[src/rtl/sirq_slave_pkg.sv]
package sirq_slave_pkg;
    typedef enum logic [2:0] {
        ST_IDLE,
        ST_START,
        ST_FRAMES,
        ST_WAIT_STOP,
        ST_STOP
    } sirq_state_e;
endpackage

[src/rtl/sirq_low_meter.sv]
// Length of the current run of low samples on the bus line, saturating.
module sirq_low_meter #(
    parameter int LOW_W = 4
) (
    input  logic             clk,
    input  logic             rst_n,
    input  logic             line_in,
    output logic [LOW_W-1:0] low_run
);
    always_ff @(posedge clk) begin
        if (!rst_n) begin
            low_run <= '0;
        end else if (line_in) begin
            low_run <= '0;
        end else if (low_run != {LOW_W{1'b1}}) begin
            low_run <= low_run + 1'b1;
        end
    end
endmodule

[src/rtl/sirq_slot_map.sv]
// Maps a frame number to its sample-clock index and flags assigned frames.
module sirq_slot_map #(
    parameter int SEL_W       = 5,
    parameter int CNT_W       = 7,
    parameter int USED_FRAMES = 21,
    parameter int FRAME_CLKS  = 3
) (
    input  logic [SEL_W-1:0] slot,
    output logic [CNT_W-1:0] samp_idx,
    output logic             slot_ok
);
    always_comb begin
        slot_ok  = (slot != '0) && (int'(slot) <= USED_FRAMES);
        samp_idx = CNT_W'(FRAME_CLKS * int'(slot) - 1);
    end
endmodule

[src/rtl/sirq_slave.sv]
module sirq_slave
    import sirq_slave_pkg::*;
#(
    parameter int SEL_W       = 5,
    parameter int NUM_FRAMES  = 32,
    parameter int USED_FRAMES = 21,
    parameter int FRAME_CLKS  = 3,
    parameter int START_MIN   = 4,
    parameter int STOP_QUIET  = 2
) (
    input  logic             clk,
    input  logic             rst_n,
    input  logic [SEL_W-1:0] slot_sel,
    input  logic             irq_in,
    input  logic             sio_in,
    output logic             sio_oe_n,
    output logic             sio_dout,
    output logic             quiet_mode
);
    localparam int LAST_CNT = FRAME_CLKS * NUM_FRAMES + 1;
    localparam int CNT_W    = $clog2(LAST_CNT + 1);
    localparam int LOW_W    = $clog2(START_MIN + 1) + 1;

    sirq_state_e      state_q, state_d;
    logic [CNT_W-1:0] cnt_q, cnt_d;
    logic [SEL_W-1:0] slot_q;
    logic             irq_q;
    logic             drove_q;
    logic             quiet_q, quiet_d;
    logic [LOW_W-1:0] low_run;
    logic [CNT_W-1:0] samp_idx;
    logic             slot_ok;
    logic             drive_lo;
    logic             drive_hi;

    sirq_low_meter #(.LOW_W(LOW_W)) u_low (
        .clk     (clk),
        .rst_n   (rst_n),
        .line_in (sio_in),
        .low_run (low_run)
    );

    sirq_slot_map #(
        .SEL_W       (SEL_W),
        .CNT_W       (CNT_W),
        .USED_FRAMES (USED_FRAMES),
        .FRAME_CLKS  (FRAME_CLKS)
    ) u_map (
        .slot     (slot_q),
        .samp_idx (samp_idx),
        .slot_ok  (slot_ok)
    );

    // Next-state decisions
    always_comb begin
        state_d = state_q;
        cnt_d   = cnt_q;
        quiet_d = quiet_q;
        unique case (state_q)
            ST_IDLE: begin
                if (!sio_in) state_d = ST_START;
            end
            ST_START: begin
                if (sio_in) begin
                    if (low_run >= LOW_W'(START_MIN)) begin
                        state_d = ST_FRAMES;
                        cnt_d   = CNT_W'(2);
                    end else begin
                        state_d = ST_IDLE;
                    end
                end
            end
            ST_FRAMES: begin
                if (cnt_q == CNT_W'(LAST_CNT)) state_d = ST_WAIT_STOP;
                else                           cnt_d   = cnt_q + 1'b1;
            end
            ST_WAIT_STOP: begin
                if (!sio_in) state_d = ST_STOP;
            end
            ST_STOP: begin
                if (sio_in) begin
                    state_d = ST_IDLE;
                    quiet_d = (low_run == LOW_W'(STOP_QUIET));
                end
            end
        endcase
    end

    // State register and datapath registers
    always_ff @(posedge clk) begin
        if (!rst_n) begin
            state_q <= ST_IDLE;
            cnt_q   <= '0;
            slot_q  <= slot_sel;
            irq_q   <= 1'b0;
            drove_q <= 1'b0;
            quiet_q <= 1'b0;
        end else begin
            state_q <= state_d;
            cnt_q   <= cnt_d;
            irq_q   <= irq_in;
            drove_q <= drive_lo;
            quiet_q <= quiet_d;
        end
    end

    // Outputs
    always_comb begin
        drive_lo   = (state_q == ST_FRAMES) && (cnt_q == samp_idx) && slot_ok && irq_q;
        drive_hi   = (state_q == ST_FRAMES) && drove_q;
        sio_oe_n   = !(drive_lo || drive_hi);
        sio_dout   = drive_hi;
        quiet_mode = quiet_q;
    end
endmodule

[config.mk]
export PLATFORM = sky130hd
export DESIGN_NAME = sirq_slave
export DESIGN_NICKNAME = d
export VERILOG_FILES = /design/src/rtl/sirq_slave_pkg.sv /design/src/rtl/sirq_low_meter.sv /design/src/rtl/sirq_slot_map.sv /design/src/rtl/sirq_slave.sv
export SDC_FILE = /design/constraint.sdc
export NUM_CORES = 1
export LEC_CHECK = 0
export BUFFER_PORTS_ARGS = -buffer_cell sky130_fd_sc_hd__buf_4
export CORE_ASPECT_RATIO = 0.75
export CORE_MARGIN = 2
export CORE_UTILIZATION = 59
export CTS_CLUSTER_DIAMETER = 50
export DETAILED_ROUTE_END_ITERATION = 16
export PLACE_DENSITY = 0.79
export SLEW_MARGIN = 5
export SYNTH_ARGS = -nofsm -noshare
export SYNTH_HDL_FRONTEND = slang
export SYNTH_SLANG_ARGS = --single-unit
[constraint.sdc]
create_clock -name clk -period 2.65 [get_ports clk]
set_input_delay 0.265 -clock clk [delete_from_list [all_inputs] [get_ports clk]]
set_output_delay 0.265 -clock clk [all_outputs]
set_load 0.01 [all_outputs]
; ---- After elaboration in Yosys (flattened, before gate mapping)
; Index checks and enable logic that the tools add are counted.
[classes]
muxes = 11
shifts = 0
n_eq_ne = 15
reduce_logical = 14
addsub = 3
n_div = 0
bitwise_logic = 1
n_lt_le_gt_ge = 2
mul = 1
[ops]
columns = op, n
row1 = 7-bit 2-to-1 mux, 3
row2 = 3-bit 2-to-1 mux, 5
row3 = 3-bit case mux with 5 select lines, 1
row4 = "2-bit inequality test, second input constant", 7
row5 = 7-bit case mux with 2 select lines, 1
row6 = "7-bit by 1-bit adder with 7-bit output, second input constant", 1
row7 = 7-bit equality test, 1
row8 = "7-bit equality test, second input constant", 1
row9 = "2-bit by 5-bit multiplier with 7-bit output, first input constant", 1
row10 = "7-bit by 2-bit subtractor with 7-bit output, second input constant", 1
row11 = "3-bit by 2-bit equality test with 1-bit output, second input constant", 2
row12 = "5-bit less-or-equal comparator, second input constant", 1
row13 = 1-bit logical AND, 5
row14 = 5-bit AND reduction, 1
row15 = 5-bit nonzero test, 1
row16 = "4-bit by 1-bit adder with 4-bit output, second input constant", 1
row17 = "4-bit by 2-bit equality test with 1-bit output, second input constant", 1
row18 = "4-bit by 3-bit >= comparator with 1-bit output, second input constant", 1
row19 = "4-bit inequality test, second input constant", 1
row20 = 4-bit AND reduction, 1
row21 = "3-bit by 1-bit equality test with 1-bit output, second input constant", 1
row22 = "3-bit equality test, second input constant", 1
row23 = 3-bit logical NOT, 1
row24 = 2-bit 2-to-1 mux, 1
row25 = 6 further kinds, 6
[word_totals]
in_bits = 9
latch_bits = 0
mem_bits_ro = 0
wordCells = 54
memories = 0
regBits = 22
ram_bits = 0

; ---- Logic depth before layout (Yosys ltp)
; Gate-level depths: netlist of the first run.
[depth]
depth_word = 8
mapped_depth = 9
mapped_depth_nobuf = 9

; ---- Modules after synthesis
; From an unflattened synthesis of the first run, not the netlist that was laid out.
[unflattened]
hier_cells = 151
area_unflattened_um2 = 1472.7
[modules_own_cells]
columns = module, area_per_inst_um2, instances, cells_per_inst
row1 = sirq_slave, 834.6, 1, 81
row2 = sirq_slot_map, 435.4, 1, 50
row3 = sirq_low_meter, 202.7, 1, 20

; ---- Worst setup path after synthesis of the first run
; No wires, ideal clock.
[synth_path]
path_kind = register to output
startpoint = register slot_q[2]
endpoint = output sio_oe_n
n_path_buf = 0
arrival_time_ps = 2251
path_slack_ps = 134
required_time_ps = 2385
path_stages_with_launch = 10
cell_sequence = edfxtp_1 > inv_1 > ha_1 > inv_1 > ha_1 > xnor2_2 > xnor2_1 > or4_1 > nor4_2 > nor2_1
[synth_via]
elab_chain_len = 8
elab_cells_between_ends = 11
classes_between = add/sub: 1 / mul: 1 / order compare: 1 / eq/ne: 1 / reduce/logical: 7
[synth_rtl]
columns = item, line
row1 = "start, declared", sirq_slave.sv:26  ; logic [SEL_W-1:0] slot_q;
row2 = "start signal, assigned", sirq_slave.sv:94  ; slot_q <= slot_sel;
row3 = 2-bit by 5-bit multiplier with 7-bit output, sirq_slot_map.sv:14  ; samp_idx = CNT_W'(FRAME_CLKS * int'(slot) - 1);
row4 = 7-bit by 2-bit subtractor with 7-bit output, sirq_slot_map.sv:14
row5 = 7-bit equality test, sirq_slave.sv:109  ; drive_lo = (state_q == ST_FRAMES) && (cnt_q == samp_idx) && slot_ok && irq_q;
row6 = 1-bit logical AND, sirq_slave.sv:109
row7 = 1-bit logical AND * (2 in series), sirq_slave.sv:109
row8 = 1-bit logical OR *, sirq_slave.sv:111  ; sio_oe_n = !(drive_lo || drive_hi);
row9 = 1-bit logical NOT *, sirq_slave.sv:111
row10 = "end, declared", sirq_slave.sv:16  ; output logic sio_oe_n,
; Mark *: on every way between the ends. The rest lies on a longest branch, timed or not.

; ---- Worst setup path in the final report of the first run
[layout_path]
startpoint = register slot_q[3]
endpoint = output sio_oe_n
; The elaborated chain is that of the path after synthesis.

==> results.sh, run 1 <==
export IMPL_vias_per_cell=5.671
export IMPL_dr_max_layer_used="met4"
export IMPL_met1_length_um=1522
export IMPL_cellLeakagePower_uw=0.0007644
export IMPL_maxCapViolCount=0
export IMPL_drc_errors=0
export IMPL_endpoint="sio_oe_n"
export IMPL_netlist_top_cells_area="dfxtp_1 23%, ha_1 17%, edfxtp_1 10%"
export IMPL_via_count=1225
export IMPL_clk_pin_slew_worst_paths_ns=0.12
export IMPL_numPortBuffers=11
export IMPL_ys_flop_type="dfxtp_1"
export IMPL_core_area_sq_mm=0.002327
export IMPL_pin_count=12
export IMPL_final_nets=213
export IMPL_dp_cells=210
export IMPL_synth_edff_count=5
export IMPL_pre_cts_slack_ns=-0.1517
export IMPL_arrival_ns=2.72
export IMPL_peakVddDrop_mv=0.3701
export IMPL_syn_num_nets=187
export IMPL_setup_viol=1
export IMPL_ys_warn_count=0
export IMPL_setup_ws_ns=-0.3312
export IMPL_power_density_mw_per_mm2=486.2
export IMPL_critPathMaxFanout=4
export IMPL_drtIter0Drc=56
export IMPL_ys_ff_latch=22
export IMPL_die_x_um=61.49
export IMPL_overflow=0
export IMPL_holdCritPathClass="in -> reg"
export IMPL_rrSetupSlack_ns=0.26
export IMPL_grt_pass1_vias=1106
export IMPL_cts_tree="yes"
export IMPL_synth_common_cells="20 x ha_1, 17 x dfxtp_1, 17 x nor2_1"
export IMPL_track_usage_pct=25.80
export IMPL_fillers=162
export IMPL_cts_sinks=22
export IMPL_synth_async_sr_flop_share_pct=0
export IMPL_start_util_pct=62.85
export IMPL_cp_slowest_cell="fa_1"
export IMPL_relSlewSlack_pct=48.06
export IMPL_synth_area_sq_mm=0.001463
export IMPL_end_kind="output port"
export IMPL_synth_avg_cell_area_sq_um=9.316
export IMPL_cp_top_family="simple AND/OR/NAND/NOR gates"
export IMPL_synth_cell_types=41
export IMPL_routed_wl_met2_um=1577
export IMPL_start_kind="flop"
export IMPL_layout_cells_non_filler=216
export IMPL_critPathLaunch="slot_q[3]"
export IMPL_path_cells="inv_2 > ha_4 > fa_1 > or3b_4 > o221ai_4 > xnor2_2 > nor4_4 > nor2_1 > buf_4"
export IMPL_violations="negative setup slack"
export IMPL_dp_hpwl_um=2365
export IMPL_gp_congestion=0.9107
export IMPL_area_growth_pct=24.47
export IMPL_finalCritPeriodShare_pct=112.5
export IMPL_design_die_area_sq_mm=0.002897
export IMPL_synth_top_area_share_pct=23.27
export IMPL_final_hold_violation_count=0
export IMPL_clockBufferDepth=2
export IMPL_drtAntennaViolNets=0
export IMPL_period_minus_slack_ns=2.981
export IMPL_insertion_delay_ns=0.31
export IMPL_ys_seq_area_share_pct=33.53
export IMPL_syn_inst=157
export IMPL_max_freq_ghz=0.3354
export IMPL_ctsHoldBuffers=0
export IMPL_cts_max_level=1
export IMPL_critPathMaxStageDelay_ns=0.52
export IMPL_synth_most_common_cell="ha_1"
export IMPL_cp_required_ns=2.38
export IMPL_antenna_found_initial=0
export IMPL_timing_critical_path_buf_inv=2
export IMPL_setup_tns_ns=-0.3312
export IMPL_wl_um=3452
export IMPL_grt_pass1_wl_um=5230
export IMPL_n_antenna_cell=0
export IMPL_cts_root_buf="clkbuf_4"
export IMPL_rsz0062_at_grt="yes"
export IMPL_die_height_um=47.12
export IMPL_ff2ff_path_depth=8
export IMPL_final_layout_size_suffix_gt1_share_pct=26.37
export IMPL_rows=15
export IMPL_clock_skew_ns=0.003597
export IMPL_path_class="reg -> out"
export IMPL_outcome="complete, but fails checks"
export IMPL_tightest_slew_ns=0.7725
export IMPL_wl_met3_um=253
export IMPL_post_drt_wl_per_cell_um=15.98
export IMPL_grt_max_degree=14
export IMPL_yosysTopAreaCell="dfxtp_1"
export IMPL_worst_path_stages=9
export IMPL_slew_viol_final=0
export IMPL_firstDrtPassIters=4
export IMPL_r2r_end="drove_q"
export IMPL_cts_buffers=3
export IMPL_r2r_start="slot_q[3]"
-- final cells by class --
type	count	area [sq um]	share of cell area (%)
tap	34	42.54	2.337
multi-input combinational	118	1006	55.26
inverter	15	56.30	3.093
timing repair buffer	23	172.7	9.485
sequential	22	490.5	26.94
clock buffer	3	22.52	1.237
clock inverter	1	30.03	1.649
-- cell usage in the layout, fill, tap and decap left out, types with 5 or more instances in the layout --
cell type  count
dfxtp_1       17
inv_1         11
nor2_1        17
nand3_1        6
ha_1          17
nand2_1        8
xnor2_1       12
edfxtp_1       5
a21oi_1        9
buf_4         23
-- routing by layer --
| layer | vias to the layer above | track usage (%) |
|---|---|---|
| met5 | - | 0 |
| met4 | 0 | 9.362 |
| met3 | 12 | 7.163 |
| met2 | 50 | 41.26 |
| met1 | 575 | 33.90 |
| li1 | 588 | - |
-- power by group --
group / internal (uW) / total [uW] / switching [uW]
Combinational: 129 / 264 / 134
Sequential: 353 / 362 / 8.98
Clock: 153 / 259 / 106
Total: 635 / 885 / 250
-- timing repair --
action / CTS / global route
setup endpoints to repair: 1 / 1
resized for setup: 8 / 10
cloned: 0 / 0
buffers inserted: 1 / 1
pin swaps: 3 / 7
-- registers in the layout, summed over array words and instances (netlist names) --
register / flops
quiet_mode: 1
state_q: 3
cnt_q: 7
u_low.low_run: 4
drove_q: 1
slot_q: 5
irq_q: 1
-- stage by stage --
| stage | power [uW] | area (sq um) | hold WS, ns | utilization (%) |
|---|---|---|---|---|
| after global placement | 550.5 | 1648 | 0.4431 | 70.81 |
| after global routing | 920.4 | 1821 | 0.09361 | 78.23 |
| final | 885.2 | 1821 | 0.1188 | 78.23 |
| after floorplan | 491.8 | 1463 | 0.3639 | - |
| after detailed placement | 561.8 | 1648 | 0.4446 | 70.81 |
| after CTS | 848.7 | 1758 | 0.1069 | 75.54 |
-- how the worst min path moves through the flow --
stage | end | depth (start not counted) | from
floorplan | slot_q[0] | 0 | slot_sel[0]
global placement | slot_q[3] | 1 | slot_sel[3]
detailed placement | slot_q[0] | 1 | slot_sel[0]
CTS | slot_q[0] | 1 | slot_sel[0]
global route | slot_q[0] | 1 | slot_sel[0]
finish | slot_q[0] | 1 | slot_sel[0]
-- logic make-up (layout without fill, tap and decap cells) --
kind of cell / after synthesis / count (layout) / share of synthesized area [%]
buf+inv: 17 / 42 / 4.875
flops: 22 / 22 / 33.53
compound gates: 24 / 24 / 10.78
fa+ha+maj: 21 / 21 / 18.48
xor+xnor: 17 / 17 / 10.69
simple gates: 54 / 54 / 20.19
mux: 2 / 2 / 1.454
(Power assumes the default switching activity.)
==> run 2: changes to the inputs <==
--- a/config.mk
+++ b/config.mk
@@ -5,13 +5,14 @@
 export SDC_FILE = /design/constraint.sdc
 export NUM_CORES = 1
 export LEC_CHECK = 0
+export ABC_AREA = 1
 export BUFFER_PORTS_ARGS = -buffer_cell sky130_fd_sc_hd__buf_4
 export CORE_ASPECT_RATIO = 0.75
 export CORE_MARGIN = 2
 export CORE_UTILIZATION = 59
 export CTS_CLUSTER_DIAMETER = 50
 export DETAILED_ROUTE_END_ITERATION = 16
-export PLACE_DENSITY = 0.79
+export PLACE_DENSITY = 0.78
 export SLEW_MARGIN = 5
 export SYNTH_ARGS = -nofsm -noshare
 export SYNTH_HDL_FRONTEND = slang
==> run 2 against run 1 <==
  * The flow now finishes without violations
  * First-iteration DRC count grew 150%
  * Synthesized cell count grew 43%
  * Final cell count grew 32%
  * Combinational power grew 83%
  * Non-clock buffer count shrank 2
  * Clock skew grew 0.0016 ns
  * Critical path depth grew 2
  * Count of clock-buffer cells in the layout is the same
  * Wire length grew 2.7%
  * Design area grew 3.8%
  * Sequential cell count is the same
  * Total power grew 23%
  * Critical path type unchanged
  * Largest power group is now combinational cells
==> results.sh, run 2 <==
export IMPL_core_area_sq_mm=0.002582
export IMPL_ys_warn_count=0
export IMPL_clk_pin_slew_worst_paths_ns=0.12
export IMPL_cts_root_buf="clkbuf_4"
export IMPL_synth_async_sr_flop_share_pct=0
export IMPL_drtAntennaViolNets=0
export IMPL_finalCritPeriodShare_pct=98.72
export IMPL_cp_top_family="simple AND/OR/NAND/NOR gates"
export IMPL_via_count=1503
export IMPL_tightest_slew_ns=0.4168
export IMPL_final_common_cell="nand2_1"
export IMPL_antenna_found_initial=0
export IMPL_synth_edff_count=5
export IMPL_outcome="finished clean"
export IMPL_grt_max_degree=13
export IMPL_insertion_delay_ns=0.31
export IMPL_critPathMaxFanout=4
export IMPL_synth_avg_cell_area_sq_um=7.090
export IMPL_clockBufferDepth=2
export IMPL_rows=16
export IMPL_synth_area_sq_mm=0.001595
export IMPL_pin_count=12
export IMPL_overflow=0
export IMPL_yosysTopAreaCell="dfxtp_1"
export IMPL_clock_skew_ns=0.005195
export IMPL_synth_common_cells="57 x nand2_1, 41 x inv_1, 25 x nand3_1"
export IMPL_ys_ff_latch=22
export IMPL_final_layout_size_suffix_gt1_share_pct=21.60
export IMPL_syn_inst=225
export IMPL_top_regs="cnt_q: 7 flops, slot_q: 5 flops, u_low.low_run: 4 flops"
export IMPL_peakVddDrop_mv=0.3686
export IMPL_die_height_um=49.03
export IMPL_dp_hpwl_um=2485
export IMPL_largest_register_ffs=7
export IMPL_ys_flop_type="dfxtp_1"
export IMPL_synth_top_area_share_pct=21.33
export IMPL_n_antenna_cell=0
export IMPL_start_util_pct=61.77
export IMPL_grt_pass1_wl_um=5699
export IMPL_vias_per_cell=5.255
export IMPL_drtIter0Drc=138
export IMPL_track_usage_pct=22.90
export IMPL_synth_cell_types=26
export IMPL_grt_pass1_vias=1269
export IMPL_critPathMaxStageDelay_ns=0.47
export IMPL_arrival_ns=2.35
export IMPL_syn_num_nets=255
export IMPL_power_density_mw_per_mm2=575.8
export IMPL_cp_slowest_cell="fa_2"
export IMPL_final_hold_violation_count=0
export IMPL_post_drt_wl_per_cell_um=12.40
export IMPL_drc_errors=0
export IMPL_design_die_area_sq_mm=0.003140
export IMPL_wl_um=3545
export IMPL_slew_viol_final=0
export IMPL_max_freq_ghz=0.3822
export IMPL_cts_sinks=22
export IMPL_power_uw=1089
export IMPL_cts_buffers=3
export IMPL_maxCapViolCount=0
export IMPL_path_common_cell="inv_2"
export IMPL_rsz0062_at_grt="yes"
export IMPL_cts_max_level=1
export IMPL_cellLeakagePower_uw=0.0009425
export IMPL_cp_required_ns=2.38
export IMPL_timing_critical_path_buf_inv=3
export IMPL_relSlewSlack_pct=72.19
export IMPL_firstDrtPassIters=5
export IMPL_top_register="cnt_q"
export IMPL_path_cells="inv_2 > ha_4 > fa_2 > or2_4 > nand3b_1 > nand3_1 > nand2_1 > nand3_2 > nand2_2 > inv_2 > buf_6"
export IMPL_holdCritPathClass="in -> reg"
export IMPL_start_kind="flop"
export IMPL_gp_congestion=0.9444
export IMPL_setup_viol=0
export IMPL_die_x_um=64.04
export IMPL_end_kind="output port"
export IMPL_cts_tree="yes"
export IMPL_path_class="reg -> out"
export IMPL_ys_seq_area_share_pct=30.75
export IMPL_numPortBuffers=11
export IMPL_area_growth_pct=18.51
export IMPL_netlist_top_cells_area="dfxtp_1 21%, ha_1 16%, nand2_1 13%"
export IMPL_final_nets=281
export IMPL_synth_most_common_cell="nand2_1"
export IMPL_holdWs_ns=0.1231
export IMPL_layout_common_cells="53 x nand2_1, 35 x inv_1, 24 x nand3_1"
export IMPL_period_minus_slack_ns=2.616
[run 2: path summary, 6_finish.rpt]
kind          startpoint         end  slack, ns  cells past startpoint
max            slot_q[3]    sio_oe_n       0.03                     11
min          slot_sel[1]   slot_q[1]       0.12                      1
max reg2reg    slot_q[3]     drove_q       0.65                      9
min reg2reg   quiet_mode  quiet_mode       0.48                      2
[run 2: layer usage]
| metal | global-route usage, % | wire length [um] | vias up |
|---|---|---|---|
| li1 | - | - | 762 |
| met1 | 33.87 | 1671 | 688 |
| met2 | 33.85 | 1632 | 49 |
| met3 | 5.081 | 216 | 4 |
| met4 | 5.435 | 23 | 0 |
| met5 | 0 | 0 | - |
[run 2: where the power goes]
part / total, uW / switching [uW] / internal (uW)
Clock: 157 / 102 / 55.1
Combinational: 483 / 303 / 181
Sequential: 448 / 61.7 / 386
Total: 1090 / 466 / 622
[run 2: per-stage QoR]
stage	std cells	area [sq um]	utilization (%)	TNS, ns	worst slack (ns)
floorplan	225	1595	-	0	0.4089
global placement	273	1730	67.01	0	0.2327
detailed placement	273	1730	67.01	0	0.1611
CTS	281	1812	70.16	-0.01271	-0.01271
global route	286	1891	73.21	-0.08129	-0.08129
finish	286	1891	73.21	0	0.03380
[run 2: area by class of cell]
cell class,count,area [sq um]
fill,199,691.9
inverter,43,161.4
sequential,22,490.5
clock inverter,1,3.754
multi-input combinational,160,1002
tap,36,45.04
timing repair buffer,21,165.2
clock buffer,3,22.52
[run 2: logic make-up (layout without fill, tap and decap cells)]
family	after synthesis	after routing	synth area share [%]
AND/OR/NAND/NOR	111	111	32.31
buffers and inverters	43	68	10.12
AO/OA/AOI/OAI	26	26	8.784
flip-flops	22	22	30.75
adder cells (fa/ha/maj)	21	21	16.94
XOR/XNOR	2	2	1.098
[run 2: timing repair]
item	in CTS	in global routing
buffers inserted	4	5
hold buffers	0	0
pin swaps	4	12
endpoints found under the hold margin	0	0
resized for setup	11	12
endpoints found under the setup margin	1	1
